**src/rtl/iatu_pkg.sv**
```systemverilog
package iatu_pkg;
  typedef enum logic [1:0] {
    PATH_PAL   = 2'd0,
    PATH_PHYS  = 2'd1,
    PATH_SUPER = 2'd2,
    PATH_TLB   = 2'd3
  } path_e;

  localparam int FLT_W     = 4;
  localparam int FLT_ACV   = 0;
  localparam int FLT_MISS  = 1;
  localparam int FLT_MCHK  = 2;
  localparam int FLT_UNIMP = 3;

  localparam int KERNEL_MODE = 0;
endpackage

```
**src/rtl/iatu_classify.sv**
```systemverilog
module iatu_classify
  import iatu_pkg::*;
#(
  parameter int VA_W    = 64,
  parameter int VA_IMPL = 48,
  parameter int SP_W    = 7,
  parameter logic [SP_W-1:0] SP_TAG = 7'h7E,
  parameter int MODE_W  = 2,
  parameter int SP_LO   = VA_IMPL - SP_W
) (
  input  logic [VA_W-1:SP_LO] va_hi_i,
  input  logic                va0_i,
  input  logic                phys_i,
  input  logic [MODE_W-1:0]   mode_i,
  output path_e               path_o,
  output logic                acv_o
);
  localparam int EXT_W = VA_W - VA_IMPL + 1;

  logic [EXT_W-1:0] ext;
  logic canon, super_hit, kernel;

  assign ext       = va_hi_i[VA_W-1:VA_IMPL-1];
  assign canon     = (ext == '0) || (ext == '1);
  assign super_hit = (va_hi_i[VA_IMPL-1:SP_LO] == SP_TAG);
  assign kernel    = (mode_i == MODE_W'(KERNEL_MODE));

  always_comb begin
    path_o = PATH_TLB;
    acv_o  = 1'b0;
    if (va0_i) begin
      path_o = PATH_PAL;
    end else if (phys_i) begin
      path_o = PATH_PHYS;
    end else if (!canon) begin
      acv_o = 1'b1;
    end else if (super_hit) begin
      path_o = PATH_SUPER;
      acv_o  = !kernel;
    end
  end
endmodule

```
**src/rtl/iatu_form.sv**
```systemverilog
module iatu_form
  import iatu_pkg::*;
#(
  parameter int VA_W       = 64,
  parameter int PA_IMPL    = 44,
  parameter int PG_W       = 13,
  parameter int MODE_W     = 2,
  parameter int SP_EXT_BIT = 40,
  parameter int PPN_W      = PA_IMPL - PG_W,
  parameter int NMODE      = 1 << MODE_W
) (
  input  path_e             path_i,
  input  logic [VA_W-1:0]   va_i,
  input  logic [MODE_W-1:0] mode_i,
  input  logic              hit_i,
  input  logic [PPN_W-1:0]  ppn_i,
  input  logic [NMODE-1:0]  rd_en_i,
  output logic [VA_W-1:0]   pa_o,
  output logic              miss_o,
  output logic              perm_o
);
  localparam int EXT_HI_W = PA_IMPL - SP_EXT_BIT;
  localparam logic [VA_W-1:0] IMPL_MASK = {{(VA_W-PA_IMPL){1'b0}}, {PA_IMPL{1'b1}}};

  logic [VA_W-1:0] pa_pal, pa_super, pa_tlb;
  logic [NMODE-1:0] mode_sel;

  // one-hot mode decode against the per-mode enable mask
  for (genvar m = 0; m < NMODE; m++) begin : g_mode
    assign mode_sel[m] = (mode_i == MODE_W'(m));
  end

  assign pa_pal = va_i & IMPL_MASK & ~VA_W'(3);
  assign pa_tlb = {{(VA_W-PA_IMPL){1'b0}}, ppn_i, va_i[PG_W-1:2], 2'b00};

  always_comb begin
    pa_super = va_i & IMPL_MASK;
    if (pa_super[SP_EXT_BIT]) pa_super[PA_IMPL-1:SP_EXT_BIT] = {EXT_HI_W{1'b1}};
    else                      pa_super[PA_IMPL-1:SP_EXT_BIT] = '0;
  end

  always_comb begin
    unique case (path_i)
      PATH_PAL:   pa_o = pa_pal;
      PATH_PHYS:  pa_o = va_i;
      PATH_SUPER: pa_o = pa_super;
      default:    pa_o = pa_tlb;
    endcase
  end

  assign miss_o = (path_i == PATH_TLB) && !hit_i;
  assign perm_o = (path_i == PATH_TLB) && hit_i && ((rd_en_i & mode_sel) == '0);
endmodule

```
**src/rtl/iatu_post.sv**
```systemverilog
module iatu_post #(
  parameter int VA_W      = 64,
  parameter int PA_IMPL   = 44,
  parameter int IPR_LSB   = 36,
  parameter int IPR_W     = PA_IMPL - IPR_LSB,
  parameter logic [IPR_W-1:0] IPR_TAG = 8'h81,
  parameter int UC_CLR_LO = 35
) (
  input  logic [VA_W-1:0] pa_i,
  output logic [VA_W-1:0] pa_o,
  output logic            uc_o,
  output logic            mchk_o,
  output logic            unimp_o
);
  localparam int UC_BIT = PA_IMPL - 1;
  localparam logic [VA_W-1:0] CLR_MASK =
    ((VA_W'(1) << (UC_BIT - UC_CLR_LO)) - VA_W'(1)) << UC_CLR_LO;

  logic ipr, uc_bit;

  assign mchk_o  = |pa_i[VA_W-1:PA_IMPL];
  assign uc_bit  = pa_i[UC_BIT];
  assign ipr     = (pa_i[PA_IMPL-1:IPR_LSB] == IPR_TAG);
  assign unimp_o = !mchk_o && uc_bit && ipr;
  assign uc_o    = !mchk_o && uc_bit && !ipr;
  assign pa_o    = uc_o ? (pa_i & ~CLR_MASK) : pa_i;
endmodule

```
**src/rtl/iatu.sv**
```systemverilog
module iatu
  import iatu_pkg::*;
#(
  parameter int VA_W       = 64,
  parameter int VA_IMPL    = 48,
  parameter int PA_IMPL    = 44,
  parameter int PG_W       = 13,
  parameter int ASN_W      = 8,
  parameter int MODE_W     = 2,
  parameter int SP_W       = 7,
  parameter logic [SP_W-1:0] SP_TAG = 7'h7E,
  parameter int SP_EXT_BIT = 40,
  parameter int IPR_LSB    = 36,
  parameter logic [PA_IMPL-IPR_LSB-1:0] IPR_TAG = 8'h81,
  parameter int UC_CLR_LO  = 35,
  parameter int VPN_W      = VA_IMPL - PG_W,
  parameter int PPN_W      = PA_IMPL - PG_W,
  parameter int NMODE      = 1 << MODE_W
) (
  input  logic              clk_i,
  input  logic              rst_ni,
  input  logic              req_valid_i,
  input  logic [VA_W-1:0]   va_i,
  input  logic              phys_mode_i,
  input  logic [MODE_W-1:0] mode_i,
  input  logic [ASN_W-1:0]  asn_i,
  output logic [VPN_W-1:0]  tlb_vpn_o,
  output logic [ASN_W-1:0]  tlb_asn_o,
  input  logic              tlb_hit_i,
  input  logic [PPN_W-1:0]  tlb_ppn_i,
  input  logic [NMODE-1:0]  tlb_rd_en_i,
  output logic              rsp_valid_o,
  output logic [VA_W-1:0]   pa_o,
  output logic              uncache_o,
  output logic [FLT_W-1:0]  fault_o
);
  localparam int SP_LO = VA_IMPL - SP_W;

  path_e           path;
  logic            cls_acv, miss, perm, mchk, unimp, post_uc;
  logic [VA_W-1:0] pa_raw, pa_post, pa_d;
  logic [FLT_W-1:0] flt_d;
  logic            uc_d;

  assign tlb_vpn_o = va_i[VA_IMPL-1:PG_W];
  assign tlb_asn_o = asn_i;

  iatu_classify #(
    .VA_W(VA_W), .VA_IMPL(VA_IMPL), .SP_W(SP_W), .SP_TAG(SP_TAG),
    .MODE_W(MODE_W), .SP_LO(SP_LO)
  ) u_cls (
    .va_hi_i (va_i[VA_W-1:SP_LO]),
    .va0_i   (va_i[0]),
    .phys_i  (phys_mode_i),
    .mode_i  (mode_i),
    .path_o  (path),
    .acv_o   (cls_acv)
  );

  iatu_form #(
    .VA_W(VA_W), .PA_IMPL(PA_IMPL), .PG_W(PG_W), .MODE_W(MODE_W),
    .SP_EXT_BIT(SP_EXT_BIT), .PPN_W(PPN_W), .NMODE(NMODE)
  ) u_form (
    .path_i  (path),
    .va_i    (va_i),
    .mode_i  (mode_i),
    .hit_i   (tlb_hit_i),
    .ppn_i   (tlb_ppn_i),
    .rd_en_i (tlb_rd_en_i),
    .pa_o    (pa_raw),
    .miss_o  (miss),
    .perm_o  (perm)
  );

  iatu_post #(
    .VA_W(VA_W), .PA_IMPL(PA_IMPL), .IPR_LSB(IPR_LSB),
    .IPR_W(PA_IMPL - IPR_LSB), .IPR_TAG(IPR_TAG), .UC_CLR_LO(UC_CLR_LO)
  ) u_post (
    .pa_i    (pa_raw),
    .pa_o    (pa_post),
    .uc_o    (post_uc),
    .mchk_o  (mchk),
    .unimp_o (unimp)
  );

  // fault priority follows the translation order; privileged code skips all checks
  always_comb begin
    flt_d = '0;
    if (path != PATH_PAL) begin
      if (cls_acv)    flt_d[FLT_ACV]   = 1'b1;
      else if (miss)  flt_d[FLT_MISS]  = 1'b1;
      else if (perm)  flt_d[FLT_ACV]   = 1'b1;
      else if (mchk)  flt_d[FLT_MCHK]  = 1'b1;
      else if (unimp) flt_d[FLT_UNIMP] = 1'b1;
    end
  end

  assign uc_d = (path != PATH_PAL) && (flt_d == '0) && post_uc;
  assign pa_d = (path == PATH_PAL) ? pa_raw : pa_post;

  always_ff @(posedge clk_i or negedge rst_ni) begin
    if (!rst_ni) begin
      rsp_valid_o <= 1'b0;
      pa_o        <= '0;
      uncache_o   <= 1'b0;
      fault_o     <= '0;
    end else begin
      rsp_valid_o <= req_valid_i;
      if (req_valid_i) begin
        pa_o      <= pa_d;
        uncache_o <= uc_d;
        fault_o   <= flt_d;
      end
    end
  end
endmodule

```
**config.mk**
```make
export PLATFORM = sky130hd
export DESIGN_NAME = iatu
export DESIGN_NICKNAME = d
export VERILOG_FILES = /design/src/rtl/iatu_pkg.sv /design/src/rtl/iatu_classify.sv /design/src/rtl/iatu_form.sv /design/src/rtl/iatu_post.sv /design/src/rtl/iatu.sv
export SDC_FILE = /design/constraint.sdc
export NUM_CORES = 1
export LEC_CHECK = 0
export BUFFER_PORTS_ARGS = -buffer_cell sky130_fd_sc_hd__buf_2
export CAP_MARGIN = 20
export CELL_PAD_IN_SITES_DETAIL_PLACEMENT = 2
export CELL_PAD_IN_SITES_GLOBAL_PLACEMENT = 2
export CORE_MARGIN = 10
export CORE_UTILIZATION = 26
export CTS_CLUSTER_SIZE = 20
export DETAILED_ROUTE_END_ITERATION = 8
export HOLD_SLACK_MARGIN = 0.02
export PLACE_DENSITY = 0.86
export SETUP_SLACK_MARGIN = 0.2
export SYNTH_ARGS = -nofsm -noshare
export SYNTH_HDL_FRONTEND = slang
export SYNTH_SLANG_ARGS = --single-unit
```
**constraint.sdc**
```tcl
create_clock -name clk_i -period 1.7 [get_ports clk_i]
set_clock_uncertainty 0.15 [all_clocks]
set_input_delay 0.17 -clock clk_i [delete_from_list [all_inputs] [get_ports clk_i]]
set_output_delay 0.17 -clock clk_i [all_outputs]
set_load 0.01 [all_outputs]
```
# Yosys cells after proc, flatten, opt, wreduce, memory -nomap -nowiden
# Index checks and enable logic that the tools add are counted.
# totals
regBits	70
latchBits	0
ram_bits	0
rom_bits	0
inputBits	114
output_inout_bits	113
mem_count	0
# op_classes
addsub	0
multipliers	0
n_div	0
order_cmp	0
eq_ne	9
shifts	0
mux	23
bitwise_logic	1
n_reduce_logical	20
# ops
operator	count
$pmux 64 s3	1
$mux 43	2
$reduce_or 20->1	1
$eq 17x17->1 const B	1
$logic_not 17->1	1
$mux 1	12
$mux 2	5
$eq 2x2->1 const B	4
$eq 8x8->1 const B	1
$logic_and 1x1->1	8
$logic_not 4->1	2
$mux 4	2
$eq 7x7->1 const B	1
$and 4x4->4	1
$eq 2x1->1 const B	2
$logic_not 1->1	4
$logic_not 2->1	2
$mux 3	1
$reduce_bool 2->1	1
$logic_or 1x1->1	1

# Logic depth before layout (Yosys ltp)
# depth
word_depth	20
mapped_depth	7

# Cells and area by module
# A second synthesis with hierarchy kept.
# hier_totals
hier_cells	528
area_unflattened_um2	5081.1
# modules_own_cells
mod	instances	cells_per_inst	area_each_um2
iatu	1	340	3554.7
iatu_form	1	84	748.2
iatu_post	1	84	638.1
iatu_classify	1	20	140.1

# Worst setup path before layout
# No wires, ideal clock.
# synth_path
kind	in2reg
startpoint	in va_i[53]
endpoint	reg pa_o[35]
setup_ps	136
arrival_time_ps	1617
path_slack_ps	-203
stages	6
path_buffers	0
cell_sequence	or4_4 > nor4_4 > a41o_1 > o211ai_2 > a31oi_4 > a211oi_2
# synth_via
elab_chain_len	13
word_cells_on_any_way	18
# synth_lines
element	line_no	rtl
start, declared	iatu.sv:23	input logic [VA_W-1:0] va_i,
$eq 17x17->1 / $logic_not 17->1 (equally long branches)	iatu_classify.sv:24	assign canon = (ext == '0) || (ext == '1);
$logic_or 1x1->1	iatu_classify.sv:24	
$mux 2	iatu_classify.sv:35	end else if (!canon) begin
$mux 2	iatu_classify.sv:33	end else if (phys_i) begin
$mux 2	iatu_classify.sv:31	if (va0_i) begin
$eq 2x2->1, or another cell as far along	iatu_form.sv:43	unique case (path_i)
$pmux 64 s3	iatu_form.sv:43	
$reduce_or 20->1	iatu_post.sv:21	assign mchk_o = |pa_i[VA_W-1:PA_IMPL];
$logic_not 1->1	iatu_post.sv:25	assign uc_o = !mchk_o && uc_bit && !ipr;
$logic_and 1x1->1 (2 in series)	iatu_post.sv:25	
$mux 43	iatu_post.sv:26	assign pa_o = uc_o ? (pa_i & ~CLR_MASK) : pa_i;
$mux 43 (*)	iatu.sv:99	assign pa_d = (path == PATH_PAL) ? pa_raw : pa_post;
end signal, assigned	iatu.sv:110	pa_o <= pa_d;
end, declared	iatu.sv:33	output logic [VA_W-1:0] pa_o,
# Every way passes the cells marked *; elsewhere a longest branch is shown, timed or not.
# A chain may end at the register's enable or synchronous reset.

# Worst setup path in the final report
# layout_path
startpoint	in va_i[38]
endpoint	reg pa_o[40]
# layout_via
elab_chain_len	6
# layout_lines
element	line_no	rtl
$pmux 64 s3	iatu_form.sv:43	
$eq 8x8->1	iatu_post.sv:23	assign ipr = (pa_i[PA_IMPL-1:IPR_LSB] == IPR_TAG);
$logic_not 1->1	iatu_post.sv:25	
$logic_and 1x1->1	iatu_post.sv:25	
$mux 43	iatu_post.sv:26	
$mux 43	iatu.sv:99	
# Every way passes these cells.

==> key figures <==
Global route
  – Vias in the first global route: 4842
  – Largest net degree at the start of global routing: 34
  – Total Routing Usage GR: 0.192
  – Busiest metal layer after global routing: met2
  – First-pass GRT wire length: 29300 µm
  – Met2 Resource Use GR: 0.361
  – Met1 Track Usage GR: 0.193
  – GR Layer Usage met3: 0.0692
  – Gr ovfl total: 0
  – Initial antenna violation count: 0

Detailed routing
  – Routed wire length: 19300 µm
  – Drt drc: 0
  – Routed Antenna Nets: 0
  – DR iter-0 viols: 195
  – First drt pass iteration count: 4
  – Routed length per placed instance: 23.2 µm
  – Vias/cell: 4.74
  – DR vias: 3940

Synthesis
  – Synth Register Bits: 70
  – Syn Inst Count: 369
  – Share of the synthesized area in the top cell type: 0.474
  – Synth Area per Inst: 10.0 µm²
  – Syn_nets: 483
  – Mapped Area: 3690 µm²
  – Synth Warn #: 0
  – Seq/Total Area, Yosys: 0.474
  – Cell taking the most area after synthesis: dfrtp_1
  – Largest cells by area after synthesis: dfrtp_1 (47%), buf_4 (9.1%), mux2i_1 (8.1%), a21oi_1 (3.7%), mux2_2 (3.7%)
  – Post-synth cell types: 41

Worst setup path
  – Setup Crit Path Kind: primary input to flip-flop
  – Crit. End Element: flip-flop
  – CP Max Fanout: 7
  – Worst Path Arrival: 1.99 ns
  – CP required: 1.80 ns
  – FF-to-FF Start: fault_o[2]
  – Crit path from: va_i[38]
  – CP startpoint kind: primary input

Timing
  – Slew Limit Headroom: 0.697
  – Fin crit share: 1.11
  – RSZ-0062 raised after global routing: true
  – F_max: 531 MHz
  – Worst-Margin Slew: 0.451 ns
  – Final Hold Viols: 0
  – Final setup fails: 18
  – Slew Limit Fails: 0
  – Final WS setup: -0.184 ns
  – Final Critical Period: 1.88 ns

Pwr
  – Power Total: 5.17 mW
  – Max IR drop VDD: 0.000433 V
  – Pwr dens: 815 nW/µm²
  – LEAKAGE: 3.01 nW

Clock tree
  – Insertion delay to the later sink of the worst-skew pair: 0.34 ns
  – H-tree depth: 3
  – Clock Path Buffers: 2
  – Clock root buffer master: clkbuf_16
  – CTS Sinks: 70
  – Total CTS buffers: 9
  – CTS clk-pin slew, worst paths: 0.06 ns
  – TritonCTS clock tree: built

Run
  – Max Cap Viol: 0

Worst hold path
  – HP Start: tlb_ppn_i[11]
  – Worst Hold Class: primary input to flip-flop

Place
  – Placed insts: 748
  – PortBufs: 210
  – DP Wirelength: 13100 µm
  – Gpl congestion: 0.837
  – Placed cell areas: 4990 µm²

Outcome
  – Failing checks: negative setup slack
  – Status: complete, but fails checks

Finish
  – Layout cells sized above 1: 0.537
  – Antenna Diode Count: 0
  – Syn-to-layout area delta: 71.6%
  – Nets: 761
  – Fin cells: 832
  – Post-route cell area: 6340 µm²
  – Fin util: 0.457
  – Most frequent cells in the layout: buf_2 (199), dfrtp_1 (70), dlygate4sd3_1 (54), buf_4 (49), nor2_1 (31)
  – Most common cell after layout, fill and taps aside: buf_2

Floorplanning
  – Std cell rows: 43
  – Die area: 19400 µm²
  – Core ar.: 13900 µm²
  – Die span in y: 139 µm
  – Die W: 139 µm
  – Ports: 227
  – Initial core utilization: 0.266
==> kinds of logic (layout without fill, tap and decap cells) <==
group,after synthesis,count (layout),synth area share
DFF,70,70,0.474
AOI/OAI and AO/OA,75,75,0.133
muxes,44,44,0.128
buffers and inverters,87,370,0.140
and+or+nand+nor,93,93,0.125
==> layout make-up <==
class	instances	area, µm²
timing repair buffer	327	2280
sequential	70	1750
inverter	27	101
clock inverter	4	70.1
tap	180	225
clock buffer	12	246
fill	1476	7540
multi-input combinational	212	1660
==> metal layers <==
metal  share of wire  routed length, µm  up-vias
li1                -                  -     1775
met1            0.37               7110     1991
met2            0.55              10600      151
met3           0.065               1250       23
met4           0.018                340        0
met5               0                  0        -
==> per-stage QoR <==
stage / setup slack (ns) / TNS (ns) / hold slack [ns]
2_1_floorplan: -0.191 / -1.63 / -0.276
3_3_place_gp: -0.496 / -8.53 / -0.0641
3_5_place_dp: -0.524 / -10.45 / -0.0708
4_1_cts: -0.174 / -1.28 / 0.0202
5_1_grt: -0.210 / -3.10 / 0.0233
6_report: -0.184 / -1.70 / 0.0241
==> critical path: stages <==
cell,delay [ns]
buf_6,0.09
or4b_4,0.54
or4_4,0.54
o21ai_4,0.22
a31oi_4,0.12
buf_12,0.16
a211oi_2,0.14
==> flip-flops by register name, summed over array words and instances, names as in the netlist <==
register,cells
rsp_valid_o,1
pa_o,64
fault_o,4
uncache_o,1
==> path summary, 6_finish.rpt <==
kind                                    to  slack (ns)  cells after the start
worst max-delay path              pa_o[40]       -0.18                      7
worst min-delay path              pa_o[24]        0.02                      3
worst max register to register  fault_o[2]        0.72                      2
worst min register to register     pa_o[0]        0.35                      1
max in group asynchronous         pa_o[20]        0.72                      3
min in group asynchronous         pa_o[47]        0.11                      2
==> cells in the mapped netlist, drive strengths merged <==
library cell	instances
nor2	33
o21bai	1
or3	1
nor4	5
dfrtp	70
a41o	2
nor2b	4
o2111ai	1
a211oi	6
mux4	1
clkbuf	9
buf	51
inv	27
nand4	4
o22ai	3
o21ai	26
nand2b	3
mux2i	30
or4	2
o211ai	4
or4b	1
and3	2
nand3	5
a31oi	4
a21oi	28
nand2	26
mux2	13
or2	1
nor3	6
==> report_power, final <==
| group | internal, mW | total, mW | switching [mW] |
|---|---|---|---|
| clock network | 1.32 | 2.07 | 0.752 |
| registers | 1.81 | 1.90 | 0.0896 |
| logic | 0.578 | 1.19 | 0.616 |
==> timing repair <==
item,in CTS,in global routing
buffers inserted,9,3
hold buffers,54,0
pin swaps,22,23
hold endpoints to repair,108,0
gates cloned,2,0
gates resized for setup,33,33
endpoints found under the setup margin,33,35
Note: power is estimated with default switching activity, not from simulation.
